==> src/rtl/cu_pkg.sv <==
package cu_pkg;
   typedef enum logic [1:0] {
      CU_OP_ADD = 2'd0,
      CU_OP_SUB = 2'd1,
      CU_OP_NOP = 2'd2,
      CU_OP_ALT = 2'd3
   } cu_op_e;

   localparam int CU_NRD = 2;
endpackage

==> src/rtl/cu_read_port.sv <==
module cu_read_port #(
   parameter int W = 16
) (
   input  logic         clk,
   input  logic         rst,
   input  logic         start_i,
   input  logic         need_i,
   input  logic [W-1:0] preset_i,
   input  logic         go_i,
   input  logic [W-1:0] src_i,
   output logic         rel_o,
   output logic [W-1:0] opnd_o
);
   logic         pend_q;
   logic [W-1:0] val_q;

   always_ff @(posedge clk) begin
      if (rst) begin
         pend_q <= 1'b0;
         val_q  <= '0;
      end else if (start_i) begin
         pend_q <= need_i;
         val_q  <= preset_i;
      end else if (pend_q && go_i) begin
         pend_q <= 1'b0;
         val_q  <= src_i;
      end
   end

   assign rel_o  = pend_q;
   // data is forwarded in the grant cycle itself
   assign opnd_o = (pend_q && go_i) ? src_i : val_q;


   rel_hold_chk: assert property (@(posedge clk) disable iff (rst)
      rel_o && !go_i |=> rel_o);

   rel_drop_chk: assert property (@(posedge clk) disable iff (rst)
      rel_o && go_i |=> !rel_o);

   rel_no_rerise_chk: assert property (@(posedge clk) disable iff (rst)
      !rel_o && !start_i |=> !rel_o);
endmodule

==> src/rtl/cu_alu.sv <==
module cu_alu
   import cu_pkg::*;
#(
   parameter int W       = 16,
   parameter int ADD_LAT = 3
) (
   input  logic         clk,
   input  logic         rst,
   input  cu_op_e       op_i,
   input  logic [W-1:0] a_i,
   input  logic [W-1:0] b_i,
   input  logic         in_valid_i,
   output logic         in_ready_o,
   output logic         out_valid_o,
   input  logic         out_ready_i,
   output logic [W-1:0] out_data_o
);
   localparam int CW = $clog2(ADD_LAT + 1);

   logic         run_q;
   logic [W-1:0] acc_q;
   logic         is_add;
   logic         accept;
   logic         cnt_zero;

   assign is_add = (op_i == CU_OP_ADD);
   assign accept = !run_q && is_add && in_valid_i;

   generate
      if (ADD_LAT == 1) begin : g_lat1
         assign cnt_zero = 1'b1;
      end else begin : g_latn
         logic [CW-1:0] cnt_q;
         always_ff @(posedge clk) begin
            if (rst)
               cnt_q <= '0;
            else if (accept)
               cnt_q <= CW'(ADD_LAT - 1);
            else if (run_q && cnt_q != '0)
               cnt_q <= cnt_q - 1'b1;
         end
         assign cnt_zero = (cnt_q == '0);
      end
   endgenerate

   always_ff @(posedge clk) begin
      if (rst) begin
         run_q <= 1'b0;
         acc_q <= '0;
      end else if (accept) begin
         run_q <= 1'b1;
         acc_q <= a_i + b_i;
      end else if (run_q && cnt_zero && out_ready_i) begin
         run_q <= 1'b0;
      end
   end

   always_comb begin
      if (!run_q && !is_add) begin
         // zero-delay subtract path
         out_valid_o = in_valid_i;
         in_ready_o  = out_ready_i;
         out_data_o  = a_i - b_i;
      end else begin
         out_valid_o = run_q && cnt_zero;
         in_ready_o  = !run_q;
         out_data_o  = acc_q;
      end
   end


   alu_out_hold_chk: assert property (@(posedge clk) disable iff (rst)
      out_valid_o && !out_ready_i |=> out_valid_o);
endmodule

==> src/rtl/cu_opgather.sv <==
module cu_opgather
   import cu_pkg::*;
#(
   parameter int W       = 16,
   parameter int ADD_LAT = 3
) (
   input  logic         clk,
   input  logic         rst,
   input  logic         issue_i,
   input  logic [1:0]   op_code_i,
   input  logic         invert_i,
   input  logic         zero_a_i,
   input  logic         imm_ok_i,
   input  logic [W-1:0] imm_i,
   input  logic [1:0]   rdmask_i,
   output logic         busy_o,
   output logic [1:0]   rd_rel_o,
   input  logic [1:0]   rd_go_i,
   input  logic [W-1:0] src_a_i,
   input  logic [W-1:0] src_b_i,
   output logic         wr_rel_o,
   input  logic         wr_go_i,
   output logic [W-1:0] result_o
);
   generate
      if (W < 2) begin : g_bad_w
         $error("cu_opgather: W must be at least 2");
      end
      if (ADD_LAT < 1) begin : g_bad_lat
         $error("cu_opgather: ADD_LAT must be at least 1");
      end
   endgenerate

   logic              busy_q;
   logic              sent_q;
   logic              inv_q;
   cu_op_e            op_q;
   logic              issue_ok;
   logic              finish;
   logic [CU_NRD-1:0] need;
   logic [W-1:0]      preset [CU_NRD];
   logic [W-1:0]      src    [CU_NRD];
   logic [W-1:0]      opnd   [CU_NRD];
   logic [W-1:0]      alu_a;
   logic              alu_in_valid, alu_in_ready, alu_out_valid;
   logic [W-1:0]      alu_out;

   assign issue_ok  = issue_i && !busy_q;
   assign need[0]   = !zero_a_i && !rdmask_i[0];
   assign need[1]   = !imm_ok_i && !rdmask_i[1];
   assign preset[0] = '0;
   assign preset[1] = imm_ok_i ? imm_i : '0;
   assign src[0]    = src_a_i;
   assign src[1]    = src_b_i;

   generate
      for (genvar g = 0; g < CU_NRD; g++) begin : g_rd
         cu_read_port #(.W(W)) u_rd (
            .clk      (clk),
            .rst      (rst),
            .start_i  (issue_ok),
            .need_i   (need[g]),
            .preset_i (preset[g]),
            .go_i     (rd_go_i[g]),
            .src_i    (src[g]),
            .rel_o    (rd_rel_o[g]),
            .opnd_o   (opnd[g])
         );
      end
   endgenerate

   assign alu_a        = inv_q ? ~opnd[0] : opnd[0];
   assign alu_in_valid = busy_q && (rd_rel_o == '0) && !sent_q;

   cu_alu #(.W(W), .ADD_LAT(ADD_LAT)) u_alu (
      .clk         (clk),
      .rst         (rst),
      .op_i        (op_q),
      .a_i         (alu_a),
      .b_i         (opnd[1]),
      .in_valid_i  (alu_in_valid),
      .in_ready_o  (alu_in_ready),
      .out_valid_o (alu_out_valid),
      .out_ready_i (wr_go_i),
      .out_data_o  (alu_out)
   );

   assign wr_rel_o = busy_q && alu_out_valid;
   assign result_o = alu_out;
   assign finish   = wr_rel_o && wr_go_i;
   assign busy_o   = busy_q;

   always_ff @(posedge clk) begin
      if (rst) begin
         busy_q <= 1'b0;
         sent_q <= 1'b0;
         inv_q  <= 1'b0;
         op_q   <= CU_OP_ADD;
      end else if (issue_ok) begin
         busy_q <= 1'b1;
         sent_q <= 1'b0;
         inv_q  <= invert_i;
         op_q   <= cu_op_e'(op_code_i);
      end else begin
         if (alu_in_valid && alu_in_ready) sent_q <= 1'b1;
         if (finish) busy_q <= 1'b0;
      end
   end


   busy_hold_chk: assert property (@(posedge clk) disable iff (rst)
      busy_o && !finish |=> busy_o);

   issue_ignored_chk: assert property (@(posedge clk) disable iff (rst)
      busy_o && issue_i |=> $stable(op_q) && $stable(inv_q));

   rel_quiet_issue_chk: assert property (@(posedge clk) disable iff (rst)
      issue_ok |-> rd_rel_o == '0);

   wr_hold_chk: assert property (@(posedge clk) disable iff (rst)
      wr_rel_o && !wr_go_i |=> wr_rel_o && $stable(result_o));

   busy_fall_chk: assert property (@(posedge clk) disable iff (rst)
      finish |=> !busy_o && !wr_rel_o);

   reset_clear_chk: assert property (@(posedge clk)
      rst |=> !busy_o && rd_rel_o == '0 && !wr_rel_o);
endmodule

==> config.mk <==
export PLATFORM = sky130hd
export DESIGN_NAME = cu_opgather
export DESIGN_NICKNAME = d
export VERILOG_FILES = /design/src/rtl/cu_pkg.sv /design/src/rtl/cu_read_port.sv /design/src/rtl/cu_alu.sv /design/src/rtl/cu_opgather.sv
export SDC_FILE = /design/constraint.sdc
export NUM_CORES = 1
export LEC_CHECK = 0
export CORE_MARGIN = 1
export CORE_UTILIZATION = 57
export CTS_BUF_LIST = sky130_fd_sc_hd__clkbuf_4 sky130_fd_sc_hd__clkbuf_8 sky130_fd_sc_hd__clkbuf_16
export DETAILED_ROUTE_END_ITERATION = 16
export GPL_ROUTABILITY_DRIVEN = 0
export PLACE_DENSITY = 0.95
export SLEW_MARGIN = 20
export SYNTH_ARGS = -nofsm -noshare
export SYNTH_HDL_FRONTEND = slang
export SYNTH_SLANG_ARGS = --single-unit
==> constraint.sdc <==
create_clock -name clk -period 11.4 [get_ports clk]
set_clock_uncertainty 0.15 [all_clocks]
set_input_delay 3.42 -clock clk [delete_from_list [all_inputs] [get_ports clk]]
set_output_delay 3.42 -clock clk [all_outputs]
set_load 0.1 [all_outputs]
==> metrics.md <==
| Metric | Value |
|---|---|
| Initial DRC count | 441 |
| Clock transition at path regs | 0.07 ns |
| Initial antenna violation count | 0 |
| First-pass GRT wire length | 18040 microns |
| Mean post-synth cell area | 7.829 sq um |
| Syn Std Cell Area | 4134 sq um |
| Die Wd | 87.16 microns |
| CTS buffer count | 9 |
| Required @ worst endpoint | 7.83 ns |
| Proportion of layout cells with a drive suffix above 1 | 0.08054 |
| Final Cycle Share | 0.9709 |
| Register area share after synthesis | 0.2809 |
| Largest cells by area after synthesis | dfxtp_1, ha_1, mux2i_1 |
| IO Port Bufs | 80 |
| Maxcap violations | 0 |
| Tightest Pin Transition | 1.120 ns |
| Post-Synth XOR/XNOR Area | 0.07415 |
| Largest net degree at the start of global routing | 32 |
| Max-slew violations | 0 |
| Final TNS setup | 0 ns |
| Placed wire-length estimate | 8360 microns |
| Vias | 4174 |
| Yosys top cell area share | 0.2809 |
| CP Capture Type | output pin |
| Unrepaired setup endpoints after global routing | false |
| Max_slew headroom | 0.2498 |
| Number of global-route vias before repair | 3910 |
| Worst setup SP type | input pin |
| Asr flop ratio synth | 0 |
| Final Critical Period | 11.07 ns |
| CP Max Fanout | 11 |
| Final wirelength | 11390 microns |
| Min-delay worst type | register to register |
| Main combinational cell family by area after synthesis | simple AND/OR/NAND/NOR gates |
| Final hold viol count | 0 |
| Setup violators final | 0 |
| Synth unique cells | 57 |
| Ant. Diodes | 0 |
| Final nets | 682 |
| Synth Area in Compound Gates | 0.2073 |
| # fillers | 455 |
| H-Tree Depth | 3 |
| Post-synth EDFFs | 0 |
| Placeable Area | 6907 sq um |
| Via/cell ratio | 6.032 |
| Clock Path Buffers | 2 |
| Fin cells | 692 |
| Final ANT Viol Nets | 0 |
| Max IR drop VDD | 0.00008524 V |
| Initial core utilization | 0.5986 |
| CP arrival | 7.50 ns |
| Commonest cells after routing, fill and taps aside | clkdlybuf4s50_1, nand2_1, dfxtp_1 |
| Fmax | 0.09035 GHz |
| PostCTS Resize Cnt | 0 |
| Commonest non-fill, non-tap cell in the layout | clkdlybuf4s50_1 |
| Mapped Nets | 617 |
| CTS tree | built |
| Die height | 87.16 microns |
| Worst skew pair latency | 0.34 ns |
| I/O pins | 81 |
| Drt wl/cell | 16.45 microns |
| Crit Path Category | input pin to output pin |
| Outcome | finished clean |
| Std-Cell Rows | 30 |
| Die ar. | 7597 sq um |
| DR pass1 iterations | 10 |
| Clock tree sinks | 58 |
| Post-synthesis simple-gate area fraction | 0.2149 |
| Postcts setup bufs | 0 |
| Post-Synthesis Cells | 528 |
| P per Cell Area | 141.0 nW/um^2 |
| Most common flop cell mapped by yosys | dfxtp_1 |
| Warnings from Yosys | 0 |
| Placed cell count | 678 |
| GR Util All Layers | 0.3081 |
| Clk root buf | clkbuf_8 |
| Area share of fa/ha/maj cells after synthesis | 0.08838 |
| Synth area leader | dfxtp_1 |
| Layout area overhead | 27.12% |
| Cts hold-fix bufs | 0 |
| Overflow after GRT | 0 |
| Multiplexer area fraction after synthesis | 0.07294 |
| Leak Pwr | 2.361 nW |
| Residual DRC | 0 |
| Total power | 0.0007412 W |
| Seq cells post-synth | 58 |
## sequential cells by signal (all words and copies together), names as in the netlist, 2 cells and up
register,count
u_alu.g_latn.cnt_q,2
op_q,2
g_rd.u_rd.val_q,32
u_alu.acc_q,16
g_rd.u_rd.rel_o,2
## Yosys cell counts (all sizes together) (2+ instances only)
cell type,instances
a211oi,7
a21boi,3
a21o,9
a21oi,27
a22o,3
a311oi,5
a31oi,10
a32oi,2
and2,5
and3,8
and3b,2
buf,9
clkbuf,20
dfxtp,58
fa,2
ha,26
inv,32
mux2i,29
nand2,59
nand2b,7
nand3,8
nand3b,4
nand4,3
nor2,48
nor2b,8
nor3,15
nor3b,3
o211ai,2
o21a,2
o21ai,43
o21bai,5
o31ai,4
o32a,2
or2,3
or3,10
xnor2,32
xor2,3
## stage by stage
step	setup slack (ns)	cell area, sq um	hold slack, ns	util
floorplan	0.005535	4145	0.2749	-
global placement	0.7034	5045	0.2834	0.7304
detailed placement	0.4829	5045	0.2947	0.7304
CTS	0.3822	5255	0.3053	0.7609
global route	0.1655	5255	0.3212	0.7609
finish	0.3320	5255	0.3051	0.7609
## worst max-delay path, cell delays in order
cell	delay [ns]
clkdlybuf4s50_1	0.56
nand2_1	0.23
buf_4	0.25
mux2i_1	0.31
xnor2_1	0.21
inv_1	0.08
ha_1	0.24
fa_1	0.43
nor2_1	0.12
nor2_1	0.05
o32a_1	0.20
o21ai_0	0.34
nand4_1	0.21
nand3_1	0.16
a41oi_1	0.19
mux2i_1	0.30
buf_12	0.21
## layer usage
layer | part of all wire | GRT usage
met1 | 0.40 | 0.3733
met2 | 0.48 | 0.5261
met3 | 0.084 | 0.04739
met4 | 0.041 | 0.1639
met5 | 0 | 0
## area by class of cell
cell class / instances / area (sq um) / area share
repair buffers: 83 / 908.4 / 0.1729
flip-flops and latches: 58 / 1161 / 0.2210
multi-input cells: 409 / 2735 / 0.5205
inverters: 32 / 120.1 / 0.02286
clock inverters: 3 / 65.06 / 0.01238
well taps: 96 / 120.1 / 0.02286
clock buffers: 11 / 145.1 / 0.02762
## power breakdown
group	switching (W)	total, W	leakage, nW	internal, W
registers	0.00000541	0.000218	0.472	0.000212
logic	0.000199	0.000314	1.78	0.000115
clock network	0.0000811	0.000210	0.109	0.000129
## logic make-up (layout without fill, tap and decap cells)
group / count (synthesis) / in the layout
AO/OA/AOI/OAI: 132 / 132
XOR/XNOR: 35 / 35
adder cells (fa/ha/maj): 28 / 28
buffers and inverters: 61 / 129
flip-flops: 58 / 58
multiplexers: 30 / 30
AND/OR/NAND/NOR: 184 / 184
## path summary, 6_finish.rpt
| path | start | end | slack (ns) | cells past startpoint |
|---|---|---|---|---|
| max | rd_go_i[0] | result_o[14] | 0.33 | 17 |
| min | sent_q$_SDFFE_PP0P_ | sent_q$_SDFFE_PP0P_ | 0.31 | 2 |
| max reg2reg | g_rd[0].u_rd.rel_o$_SDFFE_PP0P_ | u_alu.acc_q[12]$_SDFFE_PP0P_ | 7.32 | 13 |
| min reg2reg | sent_q$_SDFFE_PP0P_ | sent_q$_SDFFE_PP0P_ | 0.31 | 2 |
Note: power is estimated with default switching activity, not from simulation.
